### config.mk
export PLATFORM = sky130hd
export DESIGN_NAME = br_resolve
export DESIGN_NICKNAME = d
export VERILOG_FILES = /design/src/rtl/br_pkg.sv /design/src/rtl/br_decode.sv /design/src/rtl/br_cond.sv /design/src/rtl/br_target.sv /design/src/rtl/br_resolve.sv
export SDC_FILE = /design/constraint.sdc
export NUM_CORES = 1
export LEC_CHECK = 0
export ABC_AREA = 1
export BUFFER_PORTS_ARGS = -buffer_cell sky130_fd_sc_hd__buf_4
export CAP_MARGIN = 10
export CORE_ASPECT_RATIO = 0.5
export CORE_MARGIN = 5
export CORE_UTILIZATION = 51
export CTS_BUF_LIST = sky130_fd_sc_hd__clkbuf_8
export DETAILED_ROUTE_END_ITERATION = 8
export PLACE_DENSITY = 0.83
export RECOVER_POWER = 100
export SETUP_SLACK_MARGIN = 0.5
export SLEW_MARGIN = 30
export SYNTH_ARGS = -nofsm -noshare
export SYNTH_HDL_FRONTEND = slang
export SYNTH_SLANG_ARGS = --single-unit
### constraint.sdc
create_clock -name clk -period 2.65 [get_ports clk]
set_input_delay 0.3975 -clock clk [delete_from_list [all_inputs] [get_ports clk]]
set_output_delay 0.3975 -clock clk [all_outputs]
set_load 0.02 [all_outputs]
### src/rtl/br_pkg.sv
package br_pkg;

  localparam int OPC_W = 8;

  localparam logic [OPC_W-1:0] OP_JMPR    = 8'h18;
  localparam logic [OPC_W-1:0] OP_LDIP    = 8'h19;
  localparam logic [OPC_W-1:0] OP_EXT_MIN = 8'h20;
  localparam logic [OPC_W-1:0] OP_JMP     = 8'h21;
  localparam logic [OPC_W-1:0] OP_JCC_LO  = 8'h22;
  localparam logic [OPC_W-1:0] OP_JCC_HI  = 8'h27;

  // How the next address is formed
  typedef enum logic [1:0] {
    K_SEQ = 2'd0,
    K_ABS = 2'd1,
    K_REG = 2'd2,
    K_CND = 2'd3
  } br_kind_e;

  // Flag tested by a conditional jump; value equals opcode bits [2:1]
  typedef enum logic [1:0] {
    F_NONE  = 2'd0,
    F_ZERO  = 2'd1,
    F_LESS  = 2'd2,
    F_GREAT = 2'd3
  } br_flag_e;

  typedef struct packed {
    br_kind_e kind;
    br_flag_e flag;
    logic     invert;
    logic     ext_len;
    logic     link;
  } br_ctl_t;

endpackage

### src/rtl/br_decode.sv
module br_decode
  import br_pkg::*;
(
  input  logic [OPC_W-1:0] op,
  output br_ctl_t          ctl
);

  logic in_jcc;

  assign in_jcc = (op >= OP_JCC_LO) && (op <= OP_JCC_HI);

  always_comb begin
    ctl         = '0;
    ctl.kind    = K_SEQ;
    ctl.flag    = F_NONE;
    ctl.ext_len = (op >= OP_EXT_MIN);
    ctl.link    = (op == OP_LDIP);
    if (op == OP_JMP) begin
      ctl.kind = K_ABS;
    end else if (op == OP_JMPR) begin
      ctl.kind = K_REG;
    end else if (in_jcc) begin
      // pairs share bits [2:1]; the odd member of each pair inverts
      ctl.kind   = K_CND;
      ctl.flag   = br_flag_e'(op[2:1]);
      ctl.invert = op[0];
    end
  end

endmodule

### src/rtl/br_cond.sv
module br_cond
  import br_pkg::*;
(
  input  br_flag_e flag,
  input  logic     invert,
  input  logic     flag_zero,
  input  logic     flag_less,
  input  logic     flag_great,
  output logic     hit
);

  localparam int NFLAG = 4;

  logic [NFLAG-1:0] flag_vec;
  logic             sel;

  assign flag_vec = {flag_great, flag_less, flag_zero, 1'b0};

  always_comb begin
    sel = 1'b0;
    for (int i = 0; i < NFLAG; i++) begin
      if (flag == br_flag_e'(i)) sel = flag_vec[i];
    end
  end

  assign hit = sel ^ invert;

endmodule

### src/rtl/br_target.sv
module br_target
  import br_pkg::*;
#(
  parameter int ADDR_W = 16
) (
  input  br_ctl_t           ctl,
  input  logic              cond_hit,
  input  logic [ADDR_W-1:0] instr_addr,
  input  logic [ADDR_W-1:0] imm_target,
  input  logic [ADDR_W-1:0] reg_a,
  output logic              take,
  output logic [ADDR_W-1:0] next_addr,
  output logic [ADDR_W-1:0] link_addr
);

  localparam logic [ADDR_W-1:0] STEP_SHORT = ADDR_W'(1);
  localparam logic [ADDR_W-1:0] STEP_LONG  = ADDR_W'(2);

  logic [ADDR_W-1:0] seq_addr;

  assign seq_addr  = instr_addr + (ctl.ext_len ? STEP_LONG : STEP_SHORT);
  assign link_addr = instr_addr + STEP_SHORT;

  always_comb begin
    take      = 1'b0;
    next_addr = seq_addr;
    unique case (ctl.kind)
      K_ABS: begin
        take      = 1'b1;
        next_addr = imm_target;
      end
      K_REG: begin
        take      = 1'b1;
        next_addr = reg_a;
      end
      K_CND: begin
        take      = cond_hit;
        next_addr = cond_hit ? imm_target : seq_addr;
      end
      default: begin
        take      = 1'b0;
        next_addr = seq_addr;
      end
    endcase
  end

endmodule

### src/rtl/br_resolve.sv
module br_resolve
  import br_pkg::*;
#(
  parameter int ADDR_W = 16
) (
  input  logic              clk,
  input  logic              rst,
  input  logic              in_valid,
  input  logic [7:0]        opcode,
  input  logic [ADDR_W-1:0] instr_addr,
  input  logic [ADDR_W-1:0] imm_target,
  input  logic [ADDR_W-1:0] reg_a,
  input  logic              flag_zero,
  input  logic              flag_less,
  input  logic              flag_great,
  output logic              redirect,
  output logic [ADDR_W-1:0] next_ip,
  output logic              link_wr,
  output logic [ADDR_W-1:0] link_value
);

  br_ctl_t           ctl;
  logic              cond_hit;
  logic              take;
  logic [ADDR_W-1:0] next_addr;
  logic [ADDR_W-1:0] link_addr;

  br_decode u_decode (
    .op  (opcode),
    .ctl (ctl)
  );

  br_cond u_cond (
    .flag       (ctl.flag),
    .invert     (ctl.invert),
    .flag_zero  (flag_zero),
    .flag_less  (flag_less),
    .flag_great (flag_great),
    .hit        (cond_hit)
  );

  br_target #(.ADDR_W(ADDR_W)) u_target (
    .ctl        (ctl),
    .cond_hit   (cond_hit),
    .instr_addr (instr_addr),
    .imm_target (imm_target),
    .reg_a      (reg_a),
    .take       (take),
    .next_addr  (next_addr),
    .link_addr  (link_addr)
  );

  always_ff @(posedge clk) begin
    if (rst) begin
      redirect   <= 1'b0;
      link_wr    <= 1'b0;
      next_ip    <= '0;
      link_value <= '0;
    end else begin
      redirect <= in_valid && take;
      link_wr  <= in_valid && ctl.link;
      if (in_valid) begin
        next_ip    <= next_addr;
        link_value <= link_addr;
      end
    end
  end

  AST_JMP_IMM: assert property (@(posedge clk) disable iff (rst)
    (in_valid && opcode == 8'h21) |=> (redirect && next_ip == $past(imm_target)));

  AST_JMP_REG: assert property (@(posedge clk) disable iff (rst)
    (in_valid && opcode == 8'h18) |=> (redirect && next_ip == $past(reg_a)));

  AST_JZ_TAKEN: assert property (@(posedge clk) disable iff (rst)
    (in_valid && opcode == 8'h22 && flag_zero) |=> (redirect && next_ip == $past(imm_target)));

  AST_JZ_FALLTHRU: assert property (@(posedge clk) disable iff (rst)
    (in_valid && opcode == 8'h22 && !flag_zero) |=>
      (!redirect && next_ip == ADDR_W'($past(instr_addr) + ADDR_W'(2))));

  AST_NONJUMP_QUIET: assert property (@(posedge clk) disable iff (rst)
    (in_valid && opcode != 8'h18 && (opcode < 8'h21 || opcode > 8'h27)) |=> !redirect);

  AST_LINK_ONLY_LDIP: assert property (@(posedge clk) disable iff (rst)
    link_wr |-> ($past(in_valid) && $past(opcode) == 8'h19));

  AST_IDLE_HOLD: assert property (@(posedge clk) disable iff (rst)
    !in_valid |=> (!redirect && !link_wr && $stable(next_ip) && $stable(link_value)));

endmodule

---- Yosys cells after proc, flatten, opt, wreduce, memory -nomap -nowiden ----
Cells that the tools add are included.
storage, ports and cells
  input port bits ......................... 62
  bits in registers ....................... 34
  output and inout port bits .............. 34
  logic and storage cells ................. 35
cells by class
  reductions and logical operators ........ 4
  bitwise operators ....................... 1
  $add $sub $neg .......................... 2
  $lt $le $gt $ge ......................... 3
  multiplexer cells ....................... 12
  eq/ne operators ......................... 9
operators with widths
  cell                     count
  $pmux W16 S3             1
  $add A16 B1 Y16 const B  1
  $add A16 B16 Y16         1
  $eq A8 B5 Y1 const B     2
  $ge A8 B6 Y1 const B     2
  $mux W16                 1
  $eq A2 B2 Y1 const B     4
  $eq A8 B6 Y1 const B     1
  $le A8 B6 Y1 const B     1
  $mux W2                  3
  $mux W3                  2
  $mux W5                  1
  $eq A2 B1 Y1 const B     2
  $logic_and A1 B1 Y1      3
  $mux W1                  3
  $pmux W1 S2              1
  $reduce_or A2 Y1         1
  $xor A1 B1 Y1            1

---- Depth between registers and ports, before layout ----
Gate-level depths: netlist (run 1).
  word-level depth ........................ 12
  depth in mapped cells ................... 15

---- Modules after synthesis ----
From an unflattened synthesis (run 1), not the netlist that was laid out.
second synthesis, totals
  cells, all modules ...................... 467
  area, all modules ....................... 2667.6 um^2
by module, submodules not included
  module      cells each  area an instance (um^2)  instances  sequential area each (um^2)
  br_resolve  209         1366.3                   1          680.7
  br_target   215         1093.5                   1          0.0
  br_decode   33          162.7                    1          0.0
  br_cond     10          45.0                     1          0.0

---- Least setup slack after synthesis (run 1) ----
No wires, ideal clock.
  path type ............................... input -> register
  from .................................... input port opcode[7]
  to ...................................... register next_ip[12]
  library setup time ...................... 71 ps
  setup slack ............................. 423 ps
  stages .................................. 15
  arrival time ............................ 2156 ps
  cell sequence ........................... inv_1 nand2_2 nor2_1 ha_1 inv_1 fa_1 nor2_2 nand3_1 inv_1 nand2_1 nand2_1 nor2_1 nor2_1 nand2_1 a21oi_1
between the ends
  cells in the longest elaborated chain, start to end .. 12
  elaborated cells between the ends (all ways) .. 25
ends and longest elaborated chain
  item                                          RTL line          source
  start: declaration                            br_resolve.sv:9   input logic [7:0] opcode,
  $ge A8 B6 Y1 or $le A8 B6 Y1 (tied branches)  br_decode.sv:10   assign in_jcc = (op >= OP_JCC_LO) && (op <= OP_JCC_HI);
  $logic_and A1 B1 Y1                           br_decode.sv:10
  $mux W5                                       br_decode.sv:22   end else if (in_jcc) begin
  $mux W3                                       br_decode.sv:20   end else if (op == OP_JMPR) begin
  $mux W3                                       br_decode.sv:18   if (op == OP_JMP) begin
  $eq A2 B1 Y1                                  br_cond.sv:22     if (flag == br_flag_e'(i)) sel = flag_vec[i];
  $mux W1 (3 in a row)                          br_cond.sv:22
  $xor A1 B1 Y1                                 br_cond.sv:26     assign hit = sel ^ invert;
  $mux W16                                      br_target.sv:38   next_addr = cond_hit ? imm_target : seq_addr;
  $pmux W16 S3 *                                br_target.sv:27   unique case (ctl.kind)
  end signal: assignment                        br_resolve.sv:63  next_ip <= next_addr;
  end: declaration                              br_resolve.sv:17  output logic [ADDR_W-1:0] next_ip,
Mark *: on every way between the ends. The rest lies on a longest branch, timed or not.
A chain may end at the register's enable or synchronous reset.

---- Worst setup path in the final report (run 1) ----
  from .................................... input port opcode[6]
  to ...................................... register next_ip[7]
Same word-level chain as after synthesis.

==> flow_summary.ini, run 1 <==
[global_route]
grt_max_degree = 27
grt_pass1_vias = 2469
grt_pass1_wl_um = 11700
globalRouteTotalUtil_pct = 23.0
antenna_found_initial = 0
grt.overflow.total = 0

[placement]
dp_cells = 550
place_ws_ns = 0.121
place_hpwl_um = 5890
gp_congestion = 0.877
io_buffers = 95

[setup_path]
crit_path_start = opcode[6]
worstPathRequired_ns = 2.83
r2r_end = link_value[4]
cp_data_arrival_time_ns = 2.48
crit_path_end = next_ip[7]
path_max_fanout = 5
criticalPathCategory = primary input to register
cp-start-kind = primary input
worst_r2r_path_depth = 4
reg2reg_from = link_value[4]
worst_setup_path_end_kind = register
reg2reg_slack_ns = 1.94

[pwr]
p_switching_mw = 0.429
swShare_pct = 31.3
ir_drop_v = 0.000306
p_seq_share_pct = 41.1
p_per_area_mw_per_mm2 = 424
combPwrFrac_pct = 25.2
leakagePower_nw = 1.64
p_clk_share_pct = 33.8
intPower_mw = 0.942

[floorplan]
dieWidth_um = 108
start_util_pct = 54.5
core_area_mm2 = 0.00453
die_area_mm2 = 0.00641
die_y_um = 59.2
rows = 17
ios = 96

[outcome]
status = finished, final reports clean

[drt]
firstDrtPassIters = 5
first_iter_violations = 190
remaining_drc_errors = 0
drtAntennaViolNets = 0
routedWlPerCell_um = 13.6
via_per_inst = 4.96
vias = 2774
routed_wl_um = 7580

[final_layout]
final_cell_mix = 100 x nand2_1, 66 x nor2_1, 60 x buf_4
fillers = 439
final_net_count = 558
syn2layout_area_growth_pct = 30.9
drive_above_1_share_pct = 22.3
layoutNonFillerInstCount = 559
antennaDiodeCount = 0
final_common_cell = nand2_1

[logic_synthesis]
synth-compound-area-share_pct = 12.1
ys_types = 35
syn_area_mm2 = 0.00247
synthCells = 399
synthSimpleGateAreaFrac_pct = 42.1
synth_nets = 465
synth_top_family_by_area = simple AND/OR/NAND/NOR gates
ys_async_sr_fraction_pct = 0
synthMuxAreaShare_pct = 0
ys_seq_area_share_pct = 27.6
syn_avg_cell_area_um2 = 6.18
synth-edff-count = 0
yosys.area_share.adder_pct = 2.33
yosys_warnings = 0
synth_xor_area_share_pct = 6.03
yosys_register_bits = 34
synth-main-ff-cell = dfxtp_1

[clocking]
clkLatencyLatePin_ns = 0.28
clkSinkCount = 34
ctsHoldBuffers = 0
cts_buffer_depth = 2
cts_buffers = 5
htreeDepth = 2
tritoncts = yes
clk_pin_slew_ns = 0.07
cts-root-buf = clkbuf_8

[sta]
fin_crit_sh_pct = 86.7
rsz0062_at_grt = no
tightest_slew_ns = 0.863
fin_worst_skew_ns = 0
setup_viol = 0
hold_violations = 0
period_minus_slack_ns = 2.30
fmax_mhz = 435
max_slew_margin_pct = 42.5
setup_tns_ns = 0
final_max_slew_viol_count = 0
fin_ws_ns = 0.352

[min_path]
hold_class = primary input to register

[job]
cap_violations = 0
## metrics by stage
stage               instance area (um2)  hold WS [ns]  power, mW  util, %
finish                             3230         0.351       1.37     71.3
CTS                                3330         0.326       1.40     73.5
global placement                   3210         0.459      0.935     70.9
detailed placement                 3210         0.457      0.941     70.9
global route                       3230         0.346       1.45     71.3
floorplan                          2470         0.492      0.762        -
## power by group through the flow
stage	Sequential, mW	Clock (mW)	Combinational [mW]
floorplan	0.617	0	0.146
global placement	0.574	0	0.361
detailed placement	0.575	0	0.365
CTS	0.564	0.464	0.369
global route	0.568	0.501	0.382
finish	0.563	0.463	0.345
## worst min-delay path by stage
stage                     slack, ns  cells past startpoint     startpoint       endpoint
final                          0.35                      2  instr_addr[0]  link_value[0]
after global routing           0.35                      2  instr_addr[0]  link_value[0]
after CTS                      0.33                      2  instr_addr[0]  link_value[0]
after detailed placement       0.46                      2    next_ip[10]    next_ip[10]
after global placement         0.46                      2    next_ip[10]    next_ip[10]
after floorplan                0.49                      1  instr_addr[0]  link_value[0]
## flip-flops by register name, indices dropped and copies added (netlist names)
name,cells
link_value,16
next_ip,16
link_wr,1
redirect,1
## routing by layer
| metal | global-route usage, % | part of all wire, % | up-vias |
|---|---|---|---|
| li1 | - | - | 1448 |
| met1 | 32.1 | 47 | 1213 |
| met2 | 36.7 | 45 | 103 |
| met3 | 5.33 | 7.6 | 10 |
| met4 | 4.32 | 0.96 | 0 |
| met5 | 0 | 0 | - |
## synth_stat cells, types with 2 or more instances
cell | instances | area share (%)
buf_1 | 2 | 0.30
nand2_2 | 15 | 3.8
o21ai_0 | 37 | 7.5
nor3_1 | 4 | 0.81
nand2_4 | 3 | 1.4
nand4_1 | 5 | 1.3
nand2_1 | 100 | 15
nand3_1 | 25 | 5.1
inv_2 | 3 | 0.46
a21oi_1 | 6 | 1.2
xnor2_1 | 3 | 1.1
ha_1 | 3 | 1.5
nor2_1 | 67 | 10
inv_1 | 43 | 6.5
o21ai_1 | 3 | 0.61
dfxtp_1 | 34 | 28
xor2_1 | 14 | 5.0
clkbuf_1 | 6 | 0.91
o221ai_1 | 4 | 1.4
nor2_2 | 7 | 1.8
## kinds of logic after synthesis
family | Yosys count
AO/OA/AOI/OAI | 54
XOR/XNOR | 17
adder cells (fa/ha/maj) | 4
buffers and inverters | 59
flip-flops | 34
AND/OR/NAND/NOR | 231
## what timing repair did
action                                  4_1_cts  5_1_grt
endpoints found under the setup margin        3        3
resized for setup                             2        9
cloned                                        0        0
setup buffers                                 0        1
pin swaps                                     0        3
## critical path, stage by stage
cell	delay (ns)
buf_4	0.11
inv_1	0.08
nand2_4	0.08
nor2_1	0.35
inv_1	0.09
ha_1	0.29
nand2_1	0.05
nand2_1	0.07
nand2_1	0.15
nor2_1	0.18
nand2_1	0.09
o21ai_0	0.24
o21ai_0	0.13
nor2_1	0.13
nor2_1	0.06
## area by class of cell
class | count | area [um2] | area share [%]
tap | 66 | 82.6 | 2.56
clock buffer | 8 | 110 | 3.41
timing repair buffer | 97 | 593 | 18.4
inverter | 48 | 181 | 5.62
sequential | 34 | 681 | 21.1
multi-input combinational | 306 | 1580 | 49.0
No activity file was read; power rests on OpenSTA's default activity.
==> run 2, diff against run 1 <==
- CORE_UTILIZATION: 51 -> 46
- PLACE_DENSITY: 0.83 -> 0.79
- SLEW_MARGIN: 30 -> 40
- clock period: 2.65 -> 1.95 ns (I/O delays scaled with it)
==> flow_summary.ini, run 2 (synthesis results as in run 1) <==
[final_layout]
final_net_count = 571
syn2layout_area_growth_pct = 39.6
final_common_cell = nand2_1
drive_above_1_share_pct = 27.1
final_cell_mix = 94 x nand2_1, 68 x nor2_1, 68 x buf_4
biggestRegsByFlops = link_value x16, next_ip x16
fillers = 506
antennaDiodeCount = 0

[clocking]
cts-root-buf = clkbuf_8
cts_buffer_depth = 2
clkLatencyLatePin_ns = 0.29
htreeDepth = 2
tritoncts = yes
ctsHoldBuffers = 0
cts_buffers = 5
clkSinkCount = 34
clk_pin_slew_ns = 0.08

[setup_path]
path_buf_inv = 4
reg2reg_slack_ns = 1.24
worst_r2r_path_depth = 4
worstPathRequired_ns = 2.18
cp-start-kind = primary input
cp_data_arrival_time_ns = 2.04
critPathTopFamily = simple AND/OR/NAND/NOR gates
criticalPathCategory = primary input to register
critPathMaxStageDelay_ns = 0.38
crit_path_start = opcode[7]
path_max_fanout = 3
worst_setup_path_end_kind = register
crit_top_cell = nand2_1
reg2reg_from = link_value[4]
path_cells = buf_8, inv_8, nand2_8, nor2_4, ha_4, inv_2, fa_2, nor2_4, nand3_1, clkinv_1, nand2_1, nand2_2, nand2_1, nand3_2, nand2_1, a21oi_2
cpMaxStageDelayCell = fa_2
r2r_end = link_value[4]

[min_path]
min_from = instr_addr[0]
min_to = link_value[0]
hold_depth = 2
hold_class = primary input to register

[global_route]
top_usage_layer = met2
met1_usage_pct = 27.8
antenna_found_initial = 0
met2_usage_pct = 34.7
grt.overflow.total = 0
grtUsageMet3_pct = 4.35
grt_max_degree = 31
grt_pass1_vias = 2486
grt_pass1_wl_um = 11600
globalRouteTotalUtil_pct = 20.7

[floorplan]
core_area_mm2 = 0.00507
dieWidth_um = 114
start_util_pct = 48.7
ios = 96
rows = 18
die_area_mm2 = 0.00702
die_y_um = 61.8

[pwr]
combPwrFrac_pct = 27.7
leakagePower_nw = 1.69
ir_drop_v = 0.000316
p_switching_mw = 0.604
intPower_mw = 1.23
p_per_area_mw_per_mm2 = 533
p_clk_share_pct = 30.7
swShare_pct = 32.9
total_power_mw = 1.84
p_seq_share_pct = 41.7

[drt]
remaining_drc_errors = 0
drtAntennaViolNets = 0
routed_wl_um = 7510
first_iter_violations = 189
firstDrtPassIters = 4
vias = 2868
routedWlPerCell_um = 13.0
via_per_inst = 4.98

[sta]
hold_violations = 0
final_max_slew_viol_count = 0
rsz0062_at_grt = yes
tightest_slew_ns = 0.752
period_minus_slack_ns = 1.81
fin_crit_sh_pct = 92.7
max_slew_margin_pct = 49.8
setup_viol = 0
fmax_mhz = 553
fin_worst_skew_ns = 0
fin_hold_ws_ns = 0.228

[placement]
place_hpwl_um = 5660
io_buffers = 95
gp_congestion = 0.883

[outcome]
status = finished, final reports clean

[job]
cap_violations = 0
==> run 2: cell count changes in the layout (fill, tap and decap cells not counted), moves of 4 or more <==
cell     previous run  this run
buf_4              60        68
nand2_1           100        94
nand2_2            14        18
o21ai_1             2        10
o21ai_0            38        27
nor2_2              7         3
inv_1              42        37
==> run 2: worst register-to-register path, cell delays in order (launching register included) <==
cell and delay [ns]:
dfxtp_1 0.32, nor2_1 0.08, nor2_1 0.05, o21ai_0 0.10
inv_1 0.07
==> run 2: worst max path at each step <==
stage	to	slack (ns)	cells after the start
global route	next_ip[12]	0.04	16
detailed placement	next_ip[8]	-0.20	14
finish	next_ip[12]	0.14	16
floorplan	next_ip[8]	0.05	13
CTS	next_ip[12]	0.24	16
global placement	next_ip[8]	-0.12	14
==> run 2: cell type report <==
class	count	area (um2)	area share (%)
multi-input cells	306	1670	48.4
repair buffers	110	704	20.5
flip-flops and latches	34	681	19.8
inverters	48	210	6.10
well taps	70	87.6	2.54
clock buffers	6	82.6	2.40
clock inverters	2	12.5	0.363
==> run 2: metal layers <==
metal	wire length [um]	vias to the layer above
met5	0	-
met3	564	7
met1	3420	1298
met2	3460	93
li1	-	1470
met4	61	0
==> run 2: what timing repair did <==
action,in CTS,in global routing
pin swaps,9,24
gates resized for setup,11,24
setup endpoints to repair,15,18
buffers inserted,2,3
==> run 2: power by group through the flow <==
stage	combinational, mW	clock, mW	sequential, mW
global route	0.559	0.616	0.770
finish	0.509	0.563	0.765
CTS	0.538	0.581	0.766
global placement	0.521	0	0.780
floorplan	0.214	0	0.838
detailed placement	0.525	0	0.782
==> run 2: per-stage QoR <==
stage / TNS (ns) / util [%] / area (um2) / cells / setup slack (ns)
finish: 0 / 68.0 / 3440 / 576 / 0.142
global route: 0 / 68.0 / 3440 / 576 / 0.0377
CTS: 0 / 69.3 / 3510 / 573 / 0.237
detailed placement: -0.905 / 66.3 / 3360 / 563 / -0.196
global placement: -0.620 / 66.3 / 3360 / 563 / -0.123
floorplan: 0 / - / 2540 / 399 / 0.0490
==> run 3, diff against run 2 <==
- SETUP_SLACK_MARGIN: 0.5 -> not set
==> flow_summary.ini, run 3 (synthesis results as in run 1) <==
[min_path]
hold_class = primary input to register

[setup_path]
crit_path_start = opcode[7]
criticalPathCategory = primary input to register
path_depth = 14
cp_data_arrival_time_ns = 1.96
reg2reg_from = link_value[6]
worst_r2r_path_depth = 4
cpMaxStageDelayCell = fa_2
reg2reg_slack_ns = 1.26
critPathTopFamily = adder cells
path_buf_inv = 4
path_max_fanout = 3
worstPathRequired_ns = 2.13
crit_path_end = next_ip[10]
r2r_end = link_value[6]
cp-start-kind = primary input
critPathMaxStageDelay_ns = 0.36
path_cells = buf_4, inv_1, nand2_2, nor2_4, ha_2, inv_1, fa_2, buf_4, o21ai_1, nand2_2, nand2_1, nand3_1, nand2_1, a21oi_1
worst_setup_path_end_kind = register

[final_layout]
final_net_count = 570
syn2layout_area_growth_pct = 33.0
fillers = 508
antennaDiodeCount = 0
drive_above_1_share_pct = 23.2
final_cell_mix = 100 x nand2_1, 73 x buf_4, 69 x nor2_1
final_common_cell = nand2_1
layoutNonFillerInstCount = 575
design_area_mm2 = 0.00328
biggestRegsByFlops = link_value x16, next_ip x16
regArea_um2 = 681
multi_input_area_mm2 = 0.00156

[clocking]
cts-root-buf = clkbuf_8
cts_setup_buffers = 0
htreeDepth = 2
ctsHoldBuffers = 0
clk_pin_slew_ns = 0.07
clkLatencyLatePin_ns = 0.29
clkSinkCount = 34
tritoncts = yes
cts_buffer_depth = 2
cts_buffers = 5

[pwr]
leakagePower_nw = 1.68
p_per_area_mw_per_mm2 = 546
total_power_mw = 1.79
ir_drop_v = 0.000323

[sta]
max_slew_margin_pct = 31.4
hold_violations = 0
fmax_mhz = 562
setup_tns_ns = 0
fin_ws_ns = 0.170
tightest_slew_ns = 1.03
fin_worst_skew_ns = 0
final_max_slew_viol_count = 0
setup_viol = 0
period_minus_slack_ns = 1.78
fin_crit_sh_pct = 91.3

[drt]
first_iter_violations = 214
remaining_drc_errors = 0
drtAntennaViolNets = 0
vias = 2798
firstDrtPassIters = 5
via_per_inst = 4.87
routedWlPerCell_um = 12.9
routed_wl_um = 7400

[floorplan]
die_area_mm2 = 0.00702
dieWidth_um = 114
die_y_um = 61.8
start_util_pct = 48.7
ios = 96
rows = 18
core_area_mm2 = 0.00507

[global_route]
grt_pass1_wl_um = 11600
grt_max_degree = 30
grt.overflow.total = 0
grt_pass1_vias = 2422
antenna_found_initial = 0
globalRouteTotalUtil_pct = 21.1

[placement]
dp_cells = 567
dpl_cell_area_mm2 = 0.00332
gp_congestion = 0.917
place_hpwl_um = 5850
place_ws_ns = -0.146
io_buffers = 95

[job]
cap_violations = 0

[outcome]
status = finished, final reports clean
run 3: layer usage:
layer | vias to the layer above | share of wire (%) | track usage, %
met1 | 1230 | 48 | 30.5
met3 | 7 | 8.9 | 6.38
li1 | 1465 | - | -
met5 | - | 0 | 0
met4 | 0 | 0.73 | 4.79
met2 | 96 | 43 | 30.9
run 3: what timing repair did:
item,4_1_cts,5_1_grt
resized for setup,0,6
hold endpoints to repair,0,0
endpoints found under the setup margin,0,4
run 3: power breakdown:
part | internal, mW | total, mW | leakage [nW] | switching, mW
registers | 0.742 | 0.766 | 0.282 | 0.0233
clock network | 0.279 | 0.545 | 0.0524 | 0.265
logic | 0.193 | 0.480 | 1.35 | 0.287
total | 1.21 | 1.79 | 1.68 | 0.576
run 3: through the flow:
step / util (%) / hold slack (ns)
3_5_place_dp: 65.5 / 0.456
6_report: 64.8 / 0.217
4_1_cts: 67.3 / 0.215
3_3_place_gp: 65.5 / 0.458
2_1_floorplan: - / 0.387
5_1_grt: 64.8 / 0.218
run 3: worst min path at each step:
stage,from,end,cells after the start,slack [ns]
finish,instr_addr[0],link_value[0],2,0.22
detailed placement,next_ip[10],next_ip[10],2,0.46
global placement,next_ip[10],next_ip[10],2,0.46
floorplan,instr_addr[0],link_value[0],1,0.39
global route,instr_addr[0],link_value[0],2,0.22
CTS,instr_addr[0],link_value[0],2,0.21
run 3: worst register-to-register path, cell delays in order, from the launching register on:
cell,delay (ns)
dfxtp_1,0.33
nor2_1,0.04
nor2_1,0.11
o21ai_0,0.09
inv_1,0.06
run 3: cell type report:
type                    count  share of cell area (%)
clock buffers               6                    2.52
repair buffers            109                    20.8
multi-input cells         306                    47.5
inverters                  48                    5.53
clock inverters             2                   0.267
well taps                  70                    2.67
flip-flops and latches     34                    20.7
